[config.mk]
export PLATFORM = sky130hd
export DESIGN_NAME = rxq_avail_top
export DESIGN_NICKNAME = d
export VERILOG_FILES = /design/src/rtl/rxq_pkg.sv /design/src/rtl/rxq_port_q.sv /design/src/rtl/rxq_lat_pipe.sv /design/src/rtl/rxq_avail_top.sv
export SDC_FILE = /design/constraint.sdc
export NUM_CORES = 1
export LEC_CHECK = 0
export ABC_CLOCK_PERIOD_IN_PS = 4500
export BUFFER_PORTS_ARGS = -buffer_cell sky130_fd_sc_hd__buf_2
export CAP_MARGIN = 5
export CORE_MARGIN = 2
export CORE_UTILIZATION = 30
export CTS_BUF_LIST = sky130_fd_sc_hd__clkbuf_16
export DETAILED_ROUTE_END_ITERATION = 6
export GPL_TIMING_DRIVEN = 1
export PLACE_DENSITY = 0.51
export SYNTH_ARGS = -nofsm -noshare
export SYNTH_HDL_FRONTEND = slang
export SYNTH_SLANG_ARGS = --single-unit
[constraint.sdc]
create_clock -name clk -period 4.5 [get_ports clk]
set_input_delay 0.225 -clock clk [delete_from_list [all_inputs] [get_ports clk]]
set_output_delay 0.225 -clock clk [all_outputs]
set_load 0.02 [all_outputs]
[src/rtl/rxq_pkg.sv]
package rxq_pkg;

    localparam int BYTE_W = 8;

    typedef struct packed {
        logic              sop;
        logic              eop;
        logic [BYTE_W-1:0] data;
    } rxq_word_t;

    typedef struct packed {
        logic      valid;
        rxq_word_t word;
    } rxq_out_t;

    localparam int OUT_W = $bits(rxq_out_t);

    function automatic logic flag_rule(input logic nonempty, input logic at_mark,
                                       input logic eop_held, input logic in_xfer,
                                       input logic pkt_mode);
        logic base;
        base = nonempty && (at_mark || eop_held);
        if (pkt_mode)
            return base || (in_xfer && nonempty);
        else
            return base || in_xfer;
    endfunction

endpackage

[src/rtl/rxq_port_q.sv]
module rxq_port_q
    import rxq_pkg::*;
#(
    parameter int DEPTH = 16,
    parameter int CNT_W = $clog2(DEPTH + 1)
) (
    input  logic             clk,
    input  logic             rst,
    input  logic             pkt_mode,
    input  logic [CNT_W-1:0] lowmark,
    input  logic             push,
    input  rxq_word_t        push_word,
    input  logic             pop_req,
    output rxq_word_t        head_word,
    output logic             pop_fire,
    output logic             flag
);
    localparam int PTR_W = (DEPTH > 1) ? $clog2(DEPTH) : 1;

    rxq_word_t        mem [DEPTH];
    logic [PTR_W-1:0] wptr, rptr;
    logic [CNT_W-1:0] occ, eop_cnt;
    logic             mid;
    logic             full, empty, do_push;

    assign full      = (occ == CNT_W'(DEPTH));
    assign empty     = (occ == '0);
    assign do_push   = push && !full;
    assign pop_fire  = pop_req && !empty;
    assign head_word = mem[rptr];

    function automatic logic [PTR_W-1:0] bump(input logic [PTR_W-1:0] p);
        return (p == PTR_W'(DEPTH - 1)) ? '0 : p + 1'b1;
    endfunction

    always_ff @(posedge clk) begin
        if (do_push) mem[wptr] <= push_word;
    end

    always_ff @(posedge clk) begin
        if (rst) begin
            wptr    <= '0;
            rptr    <= '0;
            occ     <= '0;
            eop_cnt <= '0;
            mid     <= 1'b0;
        end else begin
            if (do_push)  wptr <= bump(wptr);
            if (pop_fire) rptr <= bump(rptr);
            occ <= occ + CNT_W'(do_push) - CNT_W'(pop_fire);
            eop_cnt <= eop_cnt + CNT_W'(do_push && push_word.eop)
                               - CNT_W'(pop_fire && head_word.eop);
            if (pop_fire) mid <= !head_word.eop;
        end
    end

    assign flag = flag_rule(!empty, occ >= lowmark, eop_cnt != '0, mid, pkt_mode);

    assert_occ_bound_R4: assert property (@(posedge clk) disable iff (rst)
        occ <= CNT_W'(DEPTH));
    assert_eop_le_occ_R8: assert property (@(posedge clk) disable iff (rst)
        eop_cnt <= occ);
    assert_empty_read_R9: assert property (@(posedge clk) disable iff (rst)
        (pop_req && empty && !push) |=> (occ == '0));
    assert_drain_drop_R7: assert property (@(posedge clk) disable iff (rst)
        (pkt_mode && empty) |-> !flag);
    assert_cell_hold_R6: assert property (@(posedge clk) disable iff (rst)
        (!pkt_mode && mid) |-> flag);

endmodule

[src/rtl/rxq_lat_pipe.sv]
module rxq_lat_pipe #(
    parameter int W = 8
) (
    input  logic         clk,
    input  logic         rst,
    input  logic         two,
    input  logic [W-1:0] din,
    output logic [W-1:0] dout
);
    logic [W-1:0] s1, s2;

    always_ff @(posedge clk) begin
        if (rst) begin
            s1 <= '0;
            s2 <= '0;
        end else begin
            s1 <= din;
            s2 <= s1;
        end
    end

    assign dout = two ? s2 : s1;
endmodule

[src/rtl/rxq_avail_top.sv]
module rxq_avail_top
    import rxq_pkg::*;
#(
    parameter int NPORTS = 4,
    parameter int DEPTH  = 16,
    parameter int PORT_W = (NPORTS > 1) ? $clog2(NPORTS) : 1,
    parameter int CNT_W  = $clog2(DEPTH + 1)
) (
    input  logic              clk,
    input  logic              rst,
    input  logic              cfg_lat_two,
    input  logic              cfg_pkt_mode,
    input  logic              lowmark_we,
    input  logic [CNT_W-1:0]  lowmark_in,
    input  logic              wr_en,
    input  logic [PORT_W-1:0] wr_port,
    input  logic [BYTE_W-1:0] wr_data,
    input  logic              wr_sop,
    input  logic              wr_eop,
    input  logic              poll_en,
    input  logic [PORT_W-1:0] poll_port,
    input  logic              rd_en,
    input  logic [PORT_W-1:0] rd_port,
    output logic [NPORTS-1:0] avail_o,
    output logic              rd_valid_o,
    output logic [BYTE_W-1:0] rd_data_o,
    output logic              rd_sop_o,
    output logic              rd_eop_o
);
    logic             lat_two_q, pkt_q;
    logic [CNT_W-1:0] lowmark_q;

    always_ff @(posedge clk) begin
        if (rst) begin
            lat_two_q <= cfg_lat_two;
            pkt_q     <= cfg_pkt_mode;
            lowmark_q <= '0;
        end else if (lowmark_we) begin
            lowmark_q <= lowmark_in;
        end
    end

    rxq_word_t          in_word;
    rxq_word_t          heads [NPORTS];
    logic [NPORTS-1:0]  fires, flags, poll_hit;

    assign in_word = '{sop: wr_sop, eop: wr_eop, data: wr_data};

    for (genvar i = 0; i < NPORTS; i++) begin : g_port
        rxq_port_q #(.DEPTH(DEPTH), .CNT_W(CNT_W)) u_q (
            .clk       (clk),
            .rst       (rst),
            .pkt_mode  (pkt_q),
            .lowmark   (lowmark_q),
            .push      (wr_en && (wr_port == PORT_W'(i))),
            .push_word (in_word),
            .pop_req   (rd_en && (rd_port == PORT_W'(i))),
            .head_word (heads[i]),
            .pop_fire  (fires[i]),
            .flag      (flags[i])
        );
        assign poll_hit[i] = poll_en && (poll_port == PORT_W'(i)) && flags[i];
    end

    rxq_out_t rd_stage, rd_out;

    always_comb begin
        rd_stage = '0;
        if (|fires) begin
            rd_stage.valid = 1'b1;
            rd_stage.word  = heads[rd_port];
        end
    end

    rxq_lat_pipe #(.W(NPORTS)) u_poll_pipe (
        .clk (clk), .rst (rst), .two (lat_two_q), .din (poll_hit), .dout (avail_o)
    );

    rxq_lat_pipe #(.W(OUT_W)) u_rd_pipe (
        .clk (clk), .rst (rst), .two (lat_two_q), .din (rd_stage), .dout (rd_out)
    );

    assign rd_valid_o = rd_out.valid;
    assign rd_data_o  = rd_out.word.data;
    assign rd_sop_o   = rd_out.word.sop;
    assign rd_eop_o   = rd_out.word.eop;

    assert_poll_onehot_R1: assert property (@(posedge clk) disable iff (rst)
        $onehot0(avail_o));
    assert_idle_poll_R2: assert property (@(posedge clk) disable iff (rst)
        (!lat_two_q && !poll_en) |=> (avail_o == '0));
    assert_valid_only_on_fire_R2: assert property (@(posedge clk) disable iff (rst)
        (!lat_two_q && !(|fires)) |=> !rd_valid_o);
    assert_mode_hold_R11: assert property (@(posedge clk) disable iff (rst)
        1'b1 |=> ($stable(lat_two_q) && $stable(pkt_q)));

endmodule

* Word-level counts from Yosys, hierarchy flattened
Memories as Yosys holds them, arrays and structs flattened. A register that Yosys moved wholly into a read port is not among the register bits. Index checks and enable logic that the tools add are counted.
Operators by class: add/sub/neg operators 24, multiply operators 0, div/mod/pow operators 0, magnitude comparators 5, equal/unequal tests 21, shift operators 0, mux-type cells 34, bitwise logic cells 2, reductions and logical operators 77
Operators by type and width (count):
- two-way mux 4 bit | 17
- adder 5 x 1 -> 5 bit | 8
- logical AND 1 bit | 40
- subtractor 5 x 1 -> 5 bit | 8
- adder 4 x 1 -> 4 bit (second input constant) | 8
- equality test 4 bit (second input constant) | 8
- two-way mux 11 bit | 2
- binary-select mux 10 bit (select 2 bit) | 1
- equality test 5 bit (second input constant) | 4
- greater-or-equal comparator 5 bit | 4
- zero test 5 bit | 4
- two-way mux 10 bit | 2
- nonzero test 5 bit | 4
- equality test 2 bit (second input constant) | 6
- zero test 1 bit | 12
- logical OR 1 bit | 12
- two-way mux 1 bit | 12
- equality test 2 x 1 -> 1 bit (second input constant) | 3
- zero test 2 bit | 3
- OR reduction 4 bit | 1
- greater-or-equal comparator 3 bit (second input constant) | 1
- NOT 2 -> 3 bit | 1
- OR reduction 2 bit | 1
- NOT 1 bit | 1
Word-level totals: register bits 113, bits in latches 0, bits in writable memories 640, memory bits (read-only) 0, bits of input ports 29, output and inout bits 15, memories kept 4
Memory list:
- g_port[0].u_q.mem | depth 16, width 10, read ports 1, clocked after memory_dff 1, wr ports 1, RTL line rxq_port_q.sv:20 | rxq_word_t mem [DEPTH];
- g_port[1].u_q.mem | depth 16, width 10, read ports 1, clocked after memory_dff 1, wr ports 1, RTL line rxq_port_q.sv:20
- g_port[2].u_q.mem | depth 16, width 10, read ports 1, clocked after memory_dff 1, wr ports 1, RTL line rxq_port_q.sv:20
- g_port[3].u_q.mem | depth 16, width 10, read ports 1, clocked after memory_dff 1, wr ports 1, RTL line rxq_port_q.sv:20

* Logic depth before layout (Yosys ltp)
Gate-level depths: netlist (run 1).
depth in word-level cells 6, mapped depth 16, depth with buffers taken out 15

* Cells and area by module
A second synthesis (run 1) with hierarchy kept.
Unflattened totals: cells, all modules 1717, area, all modules 31466.4 µm²
Modules (own cells, without submodules):
- rxq_port_q at g_port[0].u_q | instances 1, cells an instance 396, area an instance 7450.9 µm², seq. area each 5265.0 µm²
- rxq_port_q at g_port[3].u_q | instances 1, cells an instance 396, area an instance 7445.9 µm², seq. area each 5265.0 µm²
- rxq_port_q at g_port[1].u_q | instances 1, cells an instance 395, area an instance 7438.4 µm², seq. area each 5265.0 µm²
- rxq_port_q at g_port[2].u_q | instances 1, cells an instance 395, area an instance 7430.9 µm², seq. area each 5265.0 µm²
- rxq_lat_pipe at u_rd_pipe | instances 1, cells an instance 58, area an instance 760.7 µm², seq. area each 440.4 µm²
- rxq_avail_top | instances 1, cells an instance 57, area an instance 684.4 µm², seq. area each 160.2 µm²
- rxq_lat_pipe at u_poll_pipe | instances 1, cells an instance 20, area an instance 255.2 µm², seq. area each 160.2 µm²

* Least setup slack after synthesis (run 1)
No wires, ideal clock.
path kind register to register, from register (tool-made name), to register g_port[1].u_q.eop_cnt[4], setup time 70 ps, arrival 3084 ps, setup slack 1346 ps, cell stages (with the launch flop) 17, period minus slack after synthesis 3154 ps, cell sequence dfxtp_1 -> clkbuf_1 -> mux4_2 -> nor2b_1 -> a211oi_1 -> a21oi_1 -> and2_1 -> ha_1 -> inv_1 -> ha_1 -> inv_1 -> fa_1 -> inv_1 -> a21oi_1 -> nor2_1 -> or3_1 -> a21oi_1
RTL lines:
- end signal, assigned | RTL line rxq_port_q.sv:51 | eop_cnt <= eop_cnt + CNT_W'(do_push && push_word.eop)
- end, declared | RTL line rxq_port_q.sv:22 | logic [CNT_W-1:0] occ, eop_cnt;

==> results.txt, run 1 <==
PostCTS Resize Cnt: 0
CP cell instances: mux4_2, nor2b_1, a211oi_1, a21oi_1, and2_1, ha_1, inv_1, ha_1, inv_1, fa_1, inv_1, a21oi_1, nor2_1, or3_1, a21oi_1
hold path depth: 4
Synth async-reset ratio: 0%
WP data required: 5.03 ns
first-pass GRT wire length: 109,300 um
Die X: 325.7 um
Cell variety after synth: 54
largest family of logic cells by synthesized area: multiplexers
Worst IR Drop VDD: 0.0002914 V
DRT Wirelength: 72,510 um
pwr dens: 457.8 nW/um^2
slew margin rel.: 16.76%
area leader, netlist: edfxtp_1
reg2reg end: g_port[1].u_q.eop_cnt[4]
ys flop type: edfxtp_1
post-DP HPWL: 45,650 um
number of port buffers: 43
Syn. warnings: 0
DRT Pass-1 Iters: 5
RSZ-0062 raised after global routing: false
count leader, synth: edfxtp_1
Clk Latency, worst-skew pair: 0.63 ns
Post-Synthesis Cells: 1,805
Syn Area/Cell: 17.20 sq um
CORE AREA: 103,100 sq um
Worst Hold Launch: poll_en
Core Util, Final: 34.86%
Synth area leaders: edfxtp_1, mux4_2, dfxtp_1
Crit Path Max Fanout: 8
Setup WS post-layout: 1.051 ns
max cap viols: 0
Initial Util: 30.13%
post-route DRC violation count: 0
Post-Syn Area: 31,050 sq um
Die Y-Extent: 325.7 um
final setup fails: 0
FF-to-FF path depth: 15
clock buffer depth: 3
hold endpoint: u_poll_pipe.s1[0]
Post-Synth Simple-Gate Area: 5.677%
CTS tree: yes
largest net degree at the start of global routing: 65
Slew @ Worst Pin: 1.239 ns
post-CTS setup repair buffer count: 0
Tmin final: 3.449 ns
Setup TNS: 0 ns
H-tree depth: 3
Hold WC Path Type: in2reg
Slew Limit Fails: 0
EDFF count, synth: 642
post-route insts no fill: 3,379
sequential area share after synthesis: 70.27%
Avg Vias per Cell: 4.749
critical path endpoint category: flip-flop
vias in the first global route: 16,790
placed cells: 3,205
I/O pin cnt: 44
Post-Synth Adder-Cell Area: 3.981%
Worst Clk Skew: 0.02301 ns
Antenna Nets Post-Route: 0
Fin. Hold Viols: 0
Die ar.: 106,100 sq um
flop and latch count out of synthesis: 769
critical path launch point type: flip-flop
routability congestion estimate: 0.8439
Critical Path AT: 3.98 ns
status: finished, final reports clean
antenna violations before repair: 1
CP max stage delay: 0.54 ns
Final Cycle Share: 76.65%
compound-gate portion of the synthesized area: 4.009%
R2R setup slack: 1.05 ns
share of layout cells above drive strength 1: 20.77%
Iter 0 DRT Violations: 1,160
Final nets: 2,050
Place WS: 1.040 ns
Leak: 11.73 nW
Layout area overhead: 15.68%
CTS buffer count: 84
mux contribution to synthesized area: 13.22%
Synth Net Count: 1,928
Clock Tree Root: clkbuf_16
Via Count: 16,050
Total GRT Usage: 13.67%
total global routing overflow: 0
# rows: 118
critical path class: reg2reg
Post-synth top cells: edfxtp_1, mux4_2, nor2_1, dfxtp_1, ha_1
Sink Count: 769
Crit-path slowest cell: mux4_2
Clock transition at path regs: 0.06 ns
fmax: 289.9 MHz
drt wl/cell: 21.46 um
Synth top area share: 62.08%
Final Total Pwr: 16.45 mW
XOR/XNOR Fraction of Synth Area: 0.9026%
fill count: 9,837
-- per-stage QoR --
step | hold slack [ns] | area [sq um]
2_1_floorplan | 0.3081 | 31050
4_1_cts | 0.05023 | 35910
6_report | 0.07581 | 35920
3_3_place_gp | 0.4045 | 33090
3_5_place_dp | 0.4050 | 33090
5_1_grt | 0.08589 | 35920
-- critical path, delay by kind of cell, from the launching register on --
kind	cells	cell delay (ns)
and+or+nand+nor	4	0.82
muxes	1	0.54
DFF	1	0.52
adders and majority gates	3	0.65
buffers and inverters	3	0.17
AOI/OAI and AO/OA	4	0.68
-- registers in the layout (all words and copies together) (netlist names), named ones only --
signal	count
u_rd_pipe.s2	11
g_port.u_q.occ	20
lat_two_q	1
g_port.u_q.mem	640
g_port.u_q.wptr	16
g_port.u_q.mid	4
pkt_q	1
lowmark_q	5
u_poll_pipe.s2	4
u_rd_pipe.s1	11
g_port.u_q.rptr	16
g_port.u_q.eop_cnt	20
u_poll_pipe.s1	4
-- worst max-delay path by stage --
stage	start	slack [ns]	to
6_report	flip-flop	1.05	g_port[1].u_q.eop_cnt[4]
5_1_grt	flip-flop	0.76	g_port[2].u_q.eop_cnt[4]
4_1_cts	flip-flop	1.02	g_port[1].u_q.eop_cnt[4]
3_5_place_dp	flip-flop	1.04	g_port[1].u_q.eop_cnt[4]
3_3_place_gp	flip-flop	0.97	g_port[2].u_q.eop_cnt[4]
2_1_floorplan	flip-flop	1.35	g_port[1].u_q.eop_cnt[4]
-- layout make-up --
type	count	area, sq um	share of cell area [%]
clock inverters	70	494.2	1.376
inverters	78	292.8	0.8151
clock buffers	87	2177	6.061
repair buffers	107	735.7	2.048
well taps	1380	1727	4.807
flip-flops and latches	769	21830	60.77
diodes	1	2.502	0.006966
multi-input cells	887	8663	24.12
-- cells by family after synthesis --
family,after synthesis
buffers and inverters,149
adder cells (fa/ha/maj),94
AND/OR/NAND/NOR,363
flip-flops,769
AO/OA/AOI/OAI,190
XOR/XNOR,32
multiplexers,208
-- placed cells by master, fill, tap and decap left out, drive strengths merged, types with 34 or more instances in the layout --
cell type	Yosys	routed
a22oi	63	63
ha	86	86
nor2b	42	42
nor2	143	143
nand2	75	75
inv	78	103
clkbuf	39	87
a21oi	57	57
clkinv	0	34
edfxtp	642	642
buf	32	92
dfxtp	127	127
mux4	160	160
-- repair_timing --
action                                 4_1_cts  5_1_grt
hold buffers                                15        0
setup endpoints to repair                    0        0
endpoints found under the hold margin       10        0
-- report_power, final --
part	leakage, nW	internal (mW)	switching (mW)
registers	6.81	7.89	0.162
logic	3.54	0.782	0.962
clock network	1.38	3.85	2.80
-- per-layer routing --
layer | wire (um) | up-vias | track usage, %
met5 | 11 | - | 0
met4 | 1452 | 2 | 3.416
met3 | 3454 | 108 | 2.631
met2 | 35960 | 365 | 23.00
met1 | 31640 | 8289 | 18.19
li1 | - | 7282 | -
No activity file was read; power rests on OpenSTA's default activity.
==> run 2: changes to the inputs <==
Settings changed: ABC_CLOCK_PERIOD_IN_PS 4500 to 3100, PLACE_DENSITY 0.51 to 0.52.
Clock period 4.5 ns to 3.1 ns, I/O delays scaled along.
==> results.txt, run 2 (synthesis results as in run 1) <==
WP data required: 3.66 ns
Final Cycle Share: 95.98%
# rows: 118
Via Count: 16,460
post-route insts no fill: 3,479
H-tree depth: 3
placed cells: 3,294
Setup WS post-layout: 0.1247 ns
slew margin rel.: 25.76%
antenna violations before repair: 0
Slew @ Worst Pin: 1.114 ns
R2R setup slack: 0.12 ns
Sink Count: 769
Layout area overhead: 18.54%
pwr dens: 647.9 nW/um^2
clock power share: 39.9%
most frequent cells in the layout: edfxtp_1, mux4_2, buf_4, nor2_1, dfxtp_1
max reg flops: 640
Die X: 325.7 um
largest net degree at the start of global routing: 64
register share of total power: 48.8%
Crit Path Max Fanout: 6
post-route DRC violation count: 0
sw frac: 23.78%
Worst IR Drop VDD: 0.0004191 V
most common cell after layout, fill and taps aside: edfxtp_1
FF-to-FF path depth: 15
fmax: 336.1 MHz
DRT Wirelength: 72,090 um
Crit-path slowest cell: mux4_2
I/O pin cnt: 44
share of layout cells above drive strength 1: 25.64%
CTS tree: yes
Iter 0 DRT Violations: 1,200
post-DP HPWL: 46,400 um
vias in the first global route: 17,460
hold path depth: 2
drt wl/cell: 20.72 um
max cap viols: 0
Leak: 12.28 nW
Clock transition at path regs: 0.06 ns
CP max stage delay: 0.51 ns
Die ar.: 106,100 sq um
Setup TNS: 0 ns
status: finished, final reports clean
CORE AREA: 103,100 sq um
hold endpoint: u_rd_pipe.s1[8]
CP cell instances: buf_6, mux4_2, mux2i_2, a21oi_2, and2_1, ha_1, inv_1, ha_2, inv_2, fa_2, inv_1, a21oi_1, nor2_1, or3_1, a21oi_2
Place WS: -0.05426 ns
reg2reg end: g_port[1].u_q.eop_cnt[4]
CTS buffer count: 83
Hold WC Path Type: in2reg
biggest regs: g_port.u_q.mem x640, g_port.u_q.eop_cnt x20, g_port.u_q.occ x20
Logic pwr share: 11.3%
first-pass GRT wire length: 109,200 um
Tmin final: 2.975 ns
Biggest register: g_port.u_q.mem
Clock Tree Root: clkbuf_16
cell area after placement: 33,750 sq um
Int Pwr: 18.18 mW
Total GRT Usage: 13.65%
Clk Latency, worst-skew pair: 0.63 ns
Avg Vias per Cell: 4.732
Net Switching: 5.672 mW
routability congestion estimate: 0.7862
Worst Clk Skew: 0.02086 ns
Final Total Pwr: 23.85 mW
critical path endpoint category: flip-flop
Critical Path AT: 3.54 ns
critical path launch point type: flip-flop
design area: 36,810 sq um
DRT Pass-1 Iters: 5
Worst Hold Launch: rd_port[1]
Initial Util: 30.13%
clock buffer depth: 3
Antenna Nets Post-Route: 0
number of port buffers: 43
final setup fails: 0
critical path class: reg2reg
total global routing overflow: 0
Die Y-Extent: 325.7 um
Slew Limit Fails: 0
Final nets: 2,156
Fin. Hold Viols: 0
## run 2: changes by cell type in the layout (fill, tap and decap cells not counted), moves of 4 or more
cell	previous run	this run
nor3_1	12	19
fa_1	8	4
nor3_2	9	2
clkinv_2	14	20
a21oi_2	0	7
fa_2	0	4
a21oi_1	57	50
buf_4	50	147
clkinvlp_4	5	0
dlygate4sd3_1	15	20
clkbuf_16	87	83
clkinv_1	19	12
## run 2: worst max path at each step
stage | to | slack (ns) | cells past startpoint
after global placement | g_port[1].u_q.eop_cnt[4] | -0.08 | 15
after CTS | g_port[2].u_q.eop_cnt[4] | 0.003 | 15
after floorplan | g_port[2].u_q.eop_cnt[4] | 0.001 | 16
after detailed placement | g_port[2].u_q.eop_cnt[4] | -0.05 | 15
final | g_port[1].u_q.eop_cnt[4] | 0.12 | 15
after global routing | g_port[0].u_q.eop_cnt[4] | -0.01 | 14
## run 2: per-layer routing
layer  wire, um  track usage, %  share of wire [%]
met1      31260           17.84                 43
met5          0               0                  0
met3       3487           2.399                4.8
met4       1499           3.867                2.1
met2      35850           23.28                 50
## run 2: final cells by class
cell class	instances	area, sq um
fill	9760	66240
sequential	769	21840
multi-input combinational	887	8735
clock buffer	83	2077
tap	1380	1727
timing repair buffer	214	1588
clock inverter	67	550.5
inverter	78	292.8
antenna	1	2.502
## run 2: metrics by stage
stage                     utilization (%)  hold WS (ns)
after floorplan                         -        0.2381
after global placement              32.75        0.3331
after detailed placement            32.75        0.3449
after CTS                           35.59       0.01868
after global routing                35.72       0.05732
final                               35.72       0.06201
## run 2: timing repair
| action | 4_1_cts | 5_1_grt |
|---|---|---|
| pin swaps | 4 | 15 |
| hold endpoints to repair | 17 | 0 |
| gates resized for setup | 11 | 26 |
| hold buffers | 20 | 0 |
| setup endpoints to repair | 3 | 7 |
| buffers inserted | 9 | 5 |
## run 2: power groups by stage
| stage | clock [mW] | combinational, mW | sequential (mW) |
|---|---|---|---|
| after floorplan | 0 | 1.84 | 11.8 |
| after global placement | 0 | 2.57 | 11.9 |
| after detailed placement | 0 | 2.64 | 11.9 |
| after CTS | 9.80 | 2.70 | 11.6 |
| after global routing | 10.2 | 3.06 | 11.7 |
| final | 9.51 | 2.69 | 11.6 |
## run 2: worst max-delay path, delay by kind of cell, from the launching register on
kind	cells	cell delay (ns)
muxes	2	0.71
adders and majority gates	3	0.64
and+or+nand+nor	3	0.60
DFF	1	0.35
AOI/OAI and AO/OA	3	0.33
buffers and inverters	4	0.27
